[config.mk]
export PLATFORM = sky130hd
export DESIGN_NAME = rst_class_ctrl
export DESIGN_NICKNAME = d
export VERILOG_FILES = /design/src/rtl/rcc_pkg.sv /design/src/rtl/rcc_sync.sv /design/src/rtl/rcc_regs.sv /design/src/rtl/rcc_arb.sv /design/src/rtl/rcc_seq.sv /design/src/rtl/rst_class_ctrl.sv
export SDC_FILE = /design/constraint.sdc
export NUM_CORES = 1
export LEC_CHECK = 0
export ABC_AREA = 1
export BUFFER_PORTS_ARGS = -buffer_cell sky130_fd_sc_hd__buf_2
export CAP_MARGIN = 20
export CELL_PAD_IN_SITES_DETAIL_PLACEMENT = 0
export CELL_PAD_IN_SITES_GLOBAL_PLACEMENT = 1
export CORE_MARGIN = 1
export CORE_UTILIZATION = 43
export DETAILED_ROUTE_END_ITERATION = 7
export PLACE_DENSITY = 0.84
export SLEW_MARGIN = 20
export SYNTH_ARGS = -nofsm -noshare
export SYNTH_HDL_FRONTEND = slang
export SYNTH_SLANG_ARGS = --single-unit
[constraint.sdc]
create_clock -name clk -period 1.2 [get_ports clk]
set_input_delay 0.24 -clock clk [delete_from_list [all_inputs] [get_ports clk]]
set_output_delay 0.24 -clock clk [all_outputs]
set_load 0.01 [all_outputs]
[src/rtl/rcc_pkg.sv]
package rcc_pkg;

  typedef enum logic [2:0] {
    RC_NONE  = 3'd0,
    RC_LOCAL = 3'd1,
    RC_SOFT  = 3'd2,
    RC_HARD  = 3'd3,
    RC_POR   = 3'd4
  } rc_class_e;

  localparam int unsigned SEL_W   = 3;
  localparam int unsigned SEL_WDT = 0;
  localparam int unsigned SEL_EMU = 1;
  localparam int unsigned SEL_SW  = 2;

  localparam logic [1:0] ADDR_SEL  = 2'd0;
  localparam logic [1:0] ADDR_LCTL = 2'd1;
  localparam logic [1:0] ADDR_TRIG = 2'd2;

  function automatic rc_class_e rc_stronger(input rc_class_e a, input rc_class_e b);
    return (a > b) ? a : b;
  endfunction

  function automatic logic rc_is_device(input rc_class_e c);
    return (c >= RC_SOFT);
  endfunction

endpackage

[src/rtl/rcc_sync.sv]
module rcc_sync #(
  parameter int unsigned    W       = 1,
  parameter logic [W-1:0]   RST_VAL = '0
) (
  input  logic         clk,
  input  logic         arst_n,
  input  logic [W-1:0] d,
  output logic [W-1:0] q
);

  logic [W-1:0] s1_q;
  logic [W-1:0] s2_q;

  always_ff @(posedge clk or negedge arst_n) begin
    if (!arst_n) begin
      s1_q <= RST_VAL;
      s2_q <= RST_VAL;
    end else begin
      s1_q <= d;
      s2_q <= s1_q;
    end
  end

  assign q = s2_q;

endmodule

[src/rtl/rcc_regs.sv]
module rcc_regs
  import rcc_pkg::*;
(
  input  logic             clk,
  input  logic             rst_n,
  input  logic             por_clr,
  input  logic             cfg_we,
  input  logic [1:0]       cfg_addr,
  input  logic [SEL_W-1:0] cfg_wdata,
  output logic [SEL_W-1:0] sel,
  output logic             lctl,
  output logic             sw_trig
);

  logic [SEL_W-1:0] sel_q, sel_d;
  logic             lctl_q, lctl_d;
  logic             sel_en, lctl_en;

  always_comb begin
    sel_en  = cfg_we && (cfg_addr == ADDR_SEL);
    lctl_en = cfg_we && (cfg_addr == ADDR_LCTL);
    sel_d   = sel_q;
    lctl_d  = lctl_q;
    if (por_clr) begin
      sel_d  = '0;
      lctl_d = 1'b0;
    end else begin
      if (sel_en)  sel_d  = cfg_wdata;
      if (lctl_en) lctl_d = cfg_wdata[0];
    end
  end

  always_ff @(posedge clk or negedge rst_n) begin
    if (!rst_n) begin
      sel_q  <= '0;
      lctl_q <= 1'b0;
    end else begin
      sel_q  <= sel_d;
      lctl_q <= lctl_d;
    end
  end

  assign sel     = sel_q;
  assign lctl    = lctl_q;
  assign sw_trig = cfg_we && (cfg_addr == ADDR_TRIG) && cfg_wdata[0] && !por_clr;

  AST_CFG_POR_CLR: assert property (@(posedge clk) disable iff (!rst_n)
    por_clr |=> (sel_q == '0) && !lctl_q);

  AST_CFG_HOLDS: assert property (@(posedge clk) disable iff (!rst_n)
    (!por_clr && !cfg_we) |=> $stable(sel_q) && $stable(lctl_q));

endmodule

[src/rtl/rcc_arb.sv]
module rcc_arb
  import rcc_pkg::*;
#(
  parameter int unsigned NUM_WDT = 2
) (
  input  logic               full_req,
  input  logic               hard_req,
  input  logic               local_req,
  input  logic [NUM_WDT-1:0] wdt_tmo,
  input  logic               wdt_core_tmo,
  input  logic               emu_req,
  input  logic               sw_trig,
  input  logic [SEL_W-1:0]   sel,
  input  logic               lctl,
  output rc_class_e          dev_cls,
  output logic               lcl_req
);

  logic [SEL_W-1:0] src_act;
  rc_class_e        prog_cls [SEL_W];

  always_comb begin
    src_act          = '0;
    src_act[SEL_WDT] = |wdt_tmo;
    src_act[SEL_EMU] = emu_req;
    src_act[SEL_SW]  = sw_trig;
  end

  for (genvar gi = 0; gi < SEL_W; gi++) begin : g_prog
    assign prog_cls[gi] = !src_act[gi] ? RC_NONE :
                          (sel[gi] ? RC_SOFT : RC_HARD);
  end

  always_comb begin
    if (full_req)      dev_cls = RC_POR;
    else if (hard_req) dev_cls = RC_HARD;
    else               dev_cls = RC_NONE;
    for (int i = 0; i < SEL_W; i++) begin
      dev_cls = rc_stronger(dev_cls, prog_cls[i]);
    end
  end

  assign lcl_req = local_req || wdt_core_tmo || lctl;

  always_comb begin
    AST_ARB_FULL_TOP: assert (!full_req || dev_cls == RC_POR);
    AST_ARB_HARD_PIN: assert (!hard_req || dev_cls >= RC_HARD);
  end

endmodule

[src/rtl/rcc_seq.sv]
module rcc_seq
  import rcc_pkg::*;
#(
  parameter int unsigned HOLD_CYCLES = 16
) (
  input  logic      clk,
  input  logic      rst_n,
  input  rc_class_e dev_cls,
  input  logic      lcl_req,
  output logic      test_rst_n,
  output logic      core_rst_n,
  output logic      ret_rst_n,
  output logic      cpu_rst_n,
  output logic      boot_latch,
  output logic      boot_start,
  output logic      stat_n
);

  localparam int unsigned CW = $clog2(HOLD_CYCLES + 1);
  localparam logic [CW-1:0] HOLD_LD = CW'(HOLD_CYCLES);

  rc_class_e     cur_q, cur_d;
  logic [CW-1:0] dcnt_q, dcnt_d;
  logic          lact_q, lact_d;
  logic [CW-1:0] lcnt_q, lcnt_d;
  logic          dev_req, dev_on_q, dev_on_d;

  logic test_q, core_q, ret_q, cpu_q, latch_q, start_q, stat_q;
  logic test_d, core_d, ret_d, cpu_d, latch_d, start_d, stat_d;

  // chip-level class and hold count
  always_comb begin
    dev_req = rc_is_device(dev_cls);
    cur_d   = cur_q;
    dcnt_d  = dcnt_q;
    if (dev_req) begin
      cur_d  = rc_stronger(cur_q, dev_cls);
      dcnt_d = HOLD_LD;
    end else if (cur_q != RC_NONE) begin
      if (dcnt_q == '0) cur_d  = RC_NONE;
      else              dcnt_d = dcnt_q - 1'b1;
    end
  end

  // CPU-local hold; a coinciding chip-level request takes precedence
  always_comb begin
    lact_d = lact_q;
    lcnt_d = lcnt_q;
    if (lcl_req && !dev_req) begin
      lact_d = 1'b1;
      lcnt_d = HOLD_LD;
    end else if (lact_q) begin
      if (lcnt_q == '0) lact_d = 1'b0;
      else              lcnt_d = lcnt_q - 1'b1;
    end
  end

  // registered outputs derived from the next state
  always_comb begin
    dev_on_q = rc_is_device(cur_q);
    dev_on_d = rc_is_device(cur_d);
    test_d   = (cur_d != RC_POR);
    core_d   = !dev_on_d;
    ret_d    = !(cur_d >= RC_HARD);
    cpu_d    = !(dev_on_d || lact_d);
    stat_d   = !(dev_on_d || dev_on_q);
    latch_d  = (cur_q == RC_POR) && (cur_d == RC_NONE);
    start_d  = !dev_on_q && !dev_on_d && !stat_q;
  end

  always_ff @(posedge clk or negedge rst_n) begin
    if (!rst_n) begin
      cur_q   <= RC_POR;
      dcnt_q  <= HOLD_LD;
      lact_q  <= 1'b0;
      lcnt_q  <= '0;
      test_q  <= 1'b0;
      core_q  <= 1'b0;
      ret_q   <= 1'b0;
      cpu_q   <= 1'b0;
      stat_q  <= 1'b0;
      latch_q <= 1'b0;
      start_q <= 1'b0;
    end else begin
      cur_q   <= cur_d;
      dcnt_q  <= dcnt_d;
      lact_q  <= lact_d;
      lcnt_q  <= lcnt_d;
      test_q  <= test_d;
      core_q  <= core_d;
      ret_q   <= ret_d;
      cpu_q   <= cpu_d;
      stat_q  <= stat_d;
      latch_q <= latch_d;
      start_q <= start_d;
    end
  end

  assign test_rst_n = test_q;
  assign core_rst_n = core_q;
  assign ret_rst_n  = ret_q;
  assign cpu_rst_n  = cpu_q;
  assign boot_latch = latch_q;
  assign boot_start = start_q;
  assign stat_n     = stat_q;

  AST_NEST_TEST: assert property (@(posedge clk) disable iff (!rst_n)
    !test_q |-> !ret_q);
  AST_NEST_RET: assert property (@(posedge clk) disable iff (!rst_n)
    !ret_q |-> !core_q);
  AST_NEST_CORE: assert property (@(posedge clk) disable iff (!rst_n)
    !core_q |-> !cpu_q);
  AST_STAT_LATE_RISE: assert property (@(posedge clk) disable iff (!rst_n)
    $rose(stat_q) |-> $past(core_q) && !$past(core_q, 2));
  AST_LOCAL_NO_STAT: assert property (@(posedge clk) disable iff (!rst_n)
    (core_q && $past(core_q) && !cpu_q) |-> stat_q);
  AST_BOOT_SINGLE: assert property (@(posedge clk) disable iff (!rst_n)
    start_q |=> !start_q);
  AST_BOOT_WITH_STAT: assert property (@(posedge clk) disable iff (!rst_n)
    start_q |-> $rose(stat_q));
  AST_LATCH_AT_REL: assert property (@(posedge clk) disable iff (!rst_n)
    latch_q |-> test_q && !$past(test_q));

endmodule

[src/rtl/rst_class_ctrl.sv]
module rst_class_ctrl
  import rcc_pkg::*;
#(
  parameter int unsigned NUM_WDT     = 2,
  parameter int unsigned HOLD_CYCLES = 16
) (
  input  logic               clk,
  input  logic               por_n,
  input  logic               full_n,
  input  logic               hard_n,
  input  logic               local_n,
  input  logic [NUM_WDT-1:0] wdt_tmo,
  input  logic               wdt_core_tmo,
  input  logic               emu_req,
  input  logic               cfg_we,
  input  logic [1:0]         cfg_addr,
  input  logic [2:0]         cfg_wdata,
  output logic               test_rst_n,
  output logic               core_rst_n,
  output logic               ret_rst_n,
  output logic               cpu_rst_n,
  output logic               boot_latch,
  output logic               boot_start,
  output logic               stat_n
);

  localparam int unsigned NPIN = 3;

  logic             rst_n;
  logic [NPIN-1:0]  pin_req;
  logic [SEL_W-1:0] sel;
  logic             lctl;
  logic             sw_trig;
  rc_class_e        dev_cls;
  logic             lcl_req;

  rcc_sync #(.W(1), .RST_VAL(1'b0)) u_por_sync (
    .clk    (clk),
    .arst_n (por_n),
    .d      (1'b1),
    .q      (rst_n)
  );

  rcc_sync #(.W(NPIN), .RST_VAL('0)) u_pin_sync (
    .clk    (clk),
    .arst_n (rst_n),
    .d      ({~local_n, ~hard_n, ~full_n}),
    .q      (pin_req)
  );

  rcc_regs u_regs (
    .clk       (clk),
    .rst_n     (rst_n),
    .por_clr   (pin_req[0]),
    .cfg_we    (cfg_we),
    .cfg_addr  (cfg_addr),
    .cfg_wdata (cfg_wdata),
    .sel       (sel),
    .lctl      (lctl),
    .sw_trig   (sw_trig)
  );

  rcc_arb #(.NUM_WDT(NUM_WDT)) u_arb (
    .full_req     (pin_req[0]),
    .hard_req     (pin_req[1]),
    .local_req    (pin_req[2]),
    .wdt_tmo      (wdt_tmo),
    .wdt_core_tmo (wdt_core_tmo),
    .emu_req      (emu_req),
    .sw_trig      (sw_trig),
    .sel          (sel),
    .lctl         (lctl),
    .dev_cls      (dev_cls),
    .lcl_req      (lcl_req)
  );

  rcc_seq #(.HOLD_CYCLES(HOLD_CYCLES)) u_seq (
    .clk        (clk),
    .rst_n      (rst_n),
    .dev_cls    (dev_cls),
    .lcl_req    (lcl_req),
    .test_rst_n (test_rst_n),
    .core_rst_n (core_rst_n),
    .ret_rst_n  (ret_rst_n),
    .cpu_rst_n  (cpu_rst_n),
    .boot_latch (boot_latch),
    .boot_start (boot_start),
    .stat_n     (stat_n)
  );

endmodule

==> results of run 1 <==
[through the flow]
| stage | total power (uW) | hold WS (ns) | area, um^2 |
|---|---|---|---|
| 6_report | 5680 | 0.0874 | 2790 |
| 5_1_grt | 6170 | 0.0893 | 2790 |
| 4_1_cts | 5520 | 0.0843 | 2720 |
| 3_5_place_dp | 4360 | 0.0284 | 2390 |
| 3_3_place_gp | 4300 | 0.0281 | 2390 |
| 2_1_floorplan | 3380 | -0.0556 | 1900 |
[Yosys cell counts (2+ instances only)]
| cell type | count |
|---|---|
| a21oi_1 | 7 |
| dfrtp_1 | 31 |
| dfstp_2 | 2 |
| ha_1 | 9 |
| inv_1 | 34 |
| inv_2 | 5 |
| nand2_1 | 40 |
| nand2_2 | 5 |
| nand2_4 | 5 |
| nand3_1 | 13 |
| nand3_2 | 4 |
| nand3_4 | 2 |
| nand4_1 | 2 |
| nor2_1 | 14 |
| nor2_2 | 3 |
| o21ai_0 | 4 |
| o21ai_1 | 3 |
| or2_2 | 3 |
[sequential cells by signal, indices dropped and copies added, names as in the netlist, 3 cells and up]
signal           flops
u_seq.lcnt_q         5
u_regs.sel           3
u_pin_sync.s1_q      3
u_seq.cur_q          3
u_seq.dcnt_q         5
u_pin_sync.q         3
[what timing repair did]
action / CTS / global route
buffers inserted: 24 / 3
hold buffers: 1 / 0
endpoints found under the setup margin: 21 / 21
gates resized for setup: 13 / 16
pin swaps: 19 / 10
hold endpoints to repair: 2 / 0
[path summary, 6_finish.rpt]
path	from	end	cells after the start
setup / recovery	u_pin_sync.q[1]$_DFF_PN0_	u_seq.ret_rst_n$_DFF_PN0_	27
hold / removal	full_n	u_pin_sync.s1_q[0]$_DFF_PN0_	2
setup reg to reg	u_pin_sync.q[1]$_DFF_PN0_	u_seq.ret_rst_n$_DFF_PN0_	27
hold reg to reg	u_por_sync.q$_DFF_PN0_	u_pin_sync.s1_q[1]$_DFF_PN0_	0
max in group asynchronous	u_por_sync.q$_DFF_PN0_	u_seq.cur_q[2]$_DFF_PN1_	1
min in group asynchronous	u_por_sync.q$_DFF_PN0_	u_pin_sync.s1_q[1]$_DFF_PN0_	0
[critical path: cells and delay by family, from the launching register on]
family / cells / cell delay [ns]
flops: 1 / 0.37
simple gates: 13 / 0.94
fa+ha+maj: 3 / 0.81
buf+inv: 6 / 0.49
compound gates: 5 / 0.74
[routing by layer]
| metal | vias up | track usage | wire length [um] |
|---|---|---|---|
| li1 | 834 | - | - |
| met1 | 748 | 0.215 | 1700 |
| met2 | 13 | 0.375 | 2060 |
| met3 | 5 | 0.0411 | 84 |
| met4 | 0 | 0.0798 | 65 |
| met5 | - | 0 | 0 |
[cell families after synthesis]
group | after synthesis | share of synthesized area
xor+xnor | 2 | 0.00970
flops | 33 | 0.458
compound gates | 21 | 0.0776
simple gates | 98 | 0.294
fa+ha+maj | 9 | 0.0623
other cells | 1 | 0.00208
buf+inv | 42 | 0.0956
[report_power, final]
part	switching, uW	internal [uW]	total, uW
registers	142	1450	1590
logic	1660	1640	3300
clock network	386	401	787
total	2190	3490	5680
[area by class of cell]
| type | instances | area share |
|---|---|---|
| Tap cell | 50 | 0.0224 |
| Sequential cell | 33 | 0.297 |
| Inverter | 41 | 0.0578 |
| Timing Repair Buffer | 90 | 0.238 |
| Clock inverter | 2 | 0.00359 |
| Clock buffer | 6 | 0.0260 |
| Multi-Input combinational cell | 131 | 0.355 |
==> results.md, run 1 <==
* Clock Tree Buf Depth at 2
* Drt pass-1 iters at 4
* Layout Area Growth over Synthesis at 54.4%
* Residual DRC count at 0
* Reg area at 830 um^2
* Pin count of the biggest net entering global routing at 25
* Worst hold path class: in -> reg
* Worst path arrival time at 3.65 ns
* Vias in the first global route at around 1.6k
* N_diodes at 0
* Final worst-path cycle share at 2.87
* CORE AREA at between 0.004 and 0.005 mm^2
* CTS tree: yes
* Most used cell, CP: nand2_2
* Die height at 66.8 um
* Clk Latency, worst-skew pair at 0.28 ns
* Commonest non-fill, non-tap cell in the layout: buf_4
* Area of the mapped netlist at 0.00181 mm^2
* Max Clock Freq at slightly below 300 MHz
* Total global-route track usage at 0.200
* EDFF count, synth at 0
* Status: complete, but fails checks
* Sum of negative setup slack at -44.56 ns
* IO Count at 22
* WL per Instance at 11.1 um
* Root Driver: clkbuf_8
* Leading cell types in the layout, fill and taps excluded: 60 x buf_4, 30 x nand2_1, 30 x dfrtp_1
* Critical Path Fanout Max at 5
* Netlist cell types at 38
* Via Count at about 1.6k
* Initial antenna violation count at 0
* Sequential area share after synthesis at 0.458
* Crit-path slowest cell: dfrtp_1
* Synth top area cells: dfrtp_1 43%, nand2_1 8.3%, inv_1 7.1%
* Antenna Violating Nets Remaining at 0
* Post-synth top area cell: dfrtp_1
* Worst setup EP type: register
* Post-synth ARST share at 1.00
* CP max stage delay at about 0.37 ns
* Net Count, Synth at 230
* Die Area at roughly 0.0045 mm^2
* Placed insts at 319
* Routability Congestion at 0.743
* Failing checks: negative setup slack
* Setup ws final at -2.24 ns
* Clock sinks at 33
* Core Util, Final at 0.693
* Syn avg cell area at 8.77 um^2
* Final Max Slew Viols at 0
* Ys Warns at 0
* DP HPWL at 2.70 mm
* Final #Nets at 326
* Via/cell ratio at 4.53
* Max Cap Violations at 0
* Starting Density at 0.448
* Layout cells sized above 1 at 0.551
* Area share of the largest cell type after synthesis at 0.429
* Worst EP required at 1.41 ns
* WS Path Type: reg -> reg
* Peak VDD IR at 1.20 mV
* LEAKAGE at 0.00147 uW
* FF+latch count, synth at 33
* CTS clk-pin slew, worst paths at about 0.070 ns
* Final count of hold timing violations at 0
* Non-Filler Instances at 353
* First-pass GRT wire length at 6.56 mm
* Cells after Synth at between 200 and 250
* Row count at 23
* CTS Buf Count at 5
* IO Port Bufs at 21
* Final min period at 3.44 ns
* WL final at between 3 and 4 mm
* Filler cells at 323
* Pre-CTS setup slack at -2.32 ns
* Reg2reg setup slack at -2.24 ns
* Total grt overflow at 0
* Most used DFF post-synth: dfrtp_1
* Pwr Density at 2030 mW/mm^2
* First DRT Iteration DRCs at 38
* H-Tree Level Count at 2
* Die X at 66.8 um
* CP Launch Type: register
* Multi-input logic area at 990 um^2
* Final setup violation count at 21
* RSZ-0062 raised after global routing: yes
* Clk_skew at 0.00593 ns
Note: power is estimated with default switching activity, not from simulation.
==> inputs of run 2 (changes only) <==
CORE_UTILIZATION = 39   (was 43)
PLACE_DENSITY = 0.81   (was 0.84)
clock period = 3 ns   (was 1.2 ns; I/O delays follow)
==> run 2 against run 1 <==
Net effect: design area fell by 10%; sequential share of layout area up 3.3 points; total power fell by 66%; core utilization is 12 points lower; critical endpoint unchanged; highest routed layer unchanged; count of clock-buffer cells in the layout down 1; largest cell class unchanged; clock power shrank 59%; hold slack improved by 0.0018 ns; die area increased by 9.9%; the flow still finishes with violations (negative setup slack); combinational power is 71% lower.
==> results.md, run 2 (synthesis gave the netlist of run 1 again) <==
* Layout cells sized above 1 at 0.464
* Clk Latency, worst-skew pair at 0.28 ns
* Final Max Slew Viols at 0
* WL per Instance at 10.9 um
* Antenna Violating Nets Remaining at 0
* Residual DRC count at 0
* DP HPWL at 2.63 mm
* IO Count at 22
* Regs by FF count: u_seq.dcnt_q (5), u_seq.lcnt_q (5)
* Pre-CTS setup slack at -0.850 ns
* First DRT Iteration DRCs at between 40 and 50
* RR Startpoint: u_pin_sync.q[1]$_DFF_PN0_
* Commonest non-fill, non-tap cell in the layout: buf_4
* Max Cap Violations at 0
* Final worst-path cycle share at 1.14
* R2r worst-path depth at 28
* CORE AREA at 0.00441 mm^2
* Worst setup EP type: register
* First-pass GRT wire length at 6.52 mm
* CP Launch Type: input pin
* Clk_skew at 0.00405 ns
* IO Port Bufs at 21
* Leading cell types in the layout, fill and taps excluded: 36 x buf_4, 33 x nand2_1, 31 x inv_1, 31 x dfrtp_1, 19 x buf_2
* Final count of hold timing violations at 0
* Die X at 70.1 um
* Setup ws final at -0.430 ns
* Root Driver: clkbuf_8
* Final setup violation count at 10
* Starting Density at 0.409
* Row count at 24
* Total global-route track usage at 0.172
* H-Tree Level Count at 2
* Final min period at 3.43 ns
* RSZ-0062 raised after global routing: yes
* Vias in the first global route at 1493
* Worst path arrival time at 3.61 ns
* Via/cell ratio at around 4.7
* Total grt overflow at 0
* Peak VDD IR at 0.416 mV
* Layout Area Growth over Synthesis at 38.7%
* Final #Nets at 297
* CTS tree: yes
* Most used cell, CP: nand2_2
* Routability Congestion at 0.788
* Reg2reg setup slack at -0.39 ns
* LEAKAGE at 0.00131 uW
* Pwr Density at 778 mW/mm^2
* Initial antenna violation count at 0
* CTS Buf Count at 5
* Clock Tree Buf Depth at 2
* Crit-path slowest cell: ha_4
* Clock sinks at 33
* Critical Path Fanout Max at 5
* CP Launch Point: wdt_tmo[0]
* WL final at 3.56 mm
* Worst EP required at about 3.2 ns
* Pin count of the biggest net entering global routing at 32
* Failing checks: negative setup slack
* Reg2reg end: u_seq.ret_rst_n$_DFF_PN0_
* Design Power at 1950 uW
* Via Count at 1521
* Hold-fix buffers, CTS at 0
* Max Clock Freq at 292 MHz
* N_diodes at 0
* WS Path Type: in -> reg
* CP max stage delay at 0.27 ns
* Die height at 70.1 um
* Drt pass-1 iters at 4
* Status: complete, but fails checks
* Worst hold path class: in -> async
* Die Area at 0.00491 mm^2
* CTS clk-pin slew, worst paths at 0.07 ns
-- run 2: cell types whose count changed in the layout (fill, tap and decap cells not counted), moves of 2 or more --
cell and delta:
buf_6 -2, inv_1 +3, buf_2 -2, nand2_2 -2, nand3_1 +3, nand2_1 +3
nand3_2 -3, buf_4 -24, a21oi_1 +2, inv_2 -3
-- run 2: worst max-delay path, delay by kind of cell --
family                     cells  cell delay, ns
and+or+nand+nor               16            1.21
AOI/OAI and AO/OA              5            0.66
buffers and inverters          5            0.33
adders and majority gates      3            0.80
-- run 2: what timing repair did --
action | CTS | global route
buffers inserted | 15 | 3
setup endpoints to repair | 10 | 20
gates resized for setup | 10 | 7
cloned | 0 | 0
pin swaps | 14 | 2
-- run 2: final cells by class --
class	instances	area, um^2
clock buffer	5	68.8
clock inverter	3	17.5
fill	398	1910
inverter	41	161
multi-input combinational	131	928
sequential	33	828
tap	52	65.1
timing repair buffer	61	437
-- run 2: worst max-delay path by stage --
stage / cells past startpoint / to / slack, ns
finish: 29 / u_seq.ret_rst_n$_DFF_PN0_ / -0.43
global placement: 27 / u_seq.boot_latch$_DFF_PN0_ / -0.79
global route: 29 / u_seq.ret_rst_n$_DFF_PN0_ / -0.62
floorplan: 28 / u_seq.ret_rst_n$_DFF_PN0_ / -0.57
CTS: 29 / u_seq.ret_rst_n$_DFF_PN0_ / -0.39
detailed placement: 29 / u_seq.ret_rst_n$_DFF_PN0_ / -0.85
-- run 2: routing by layer --
| layer | GRT usage | part of all wire | vias up | routed length [um] |
|---|---|---|---|---|
| li1 | - | - | 786 | - |
| met2 | 0.282 | 0.49 | 22 | 1730 |
| met3 | 0.0404 | 0.031 | 7 | 111 |
| met4 | 0.0844 | 0.020 | 0 | 71 |
| met1 | 0.213 | 0.46 | 706 | 1640 |
| met5 | 0 | 0 | - | 0 |
-- run 2: power breakdown --
part           total, uW  switching (uW)  leakage [uW]  internal (uW)
sequential           665            84.3      0.000402            580
combinational        959             544      0.000863            415
clock                325             165     0.0000439            160
-- run 2: stage by stage --
step	std cells	hold WS, ns	instance area, um^2	TNS [ns]	util
2_1_floorplan	206	0.304	1890	-4.93	-
3_3_place_gp	302	0.263	2230	-7.94	0.506
3_5_place_dp	302	0.275	2230	-8.87	0.506
4_1_cts	325	0.0744	2480	-3.15	0.561
5_1_grt	326	0.0693	2510	-5.70	0.568
6_report	326	0.0892	2510	-3.53	0.568
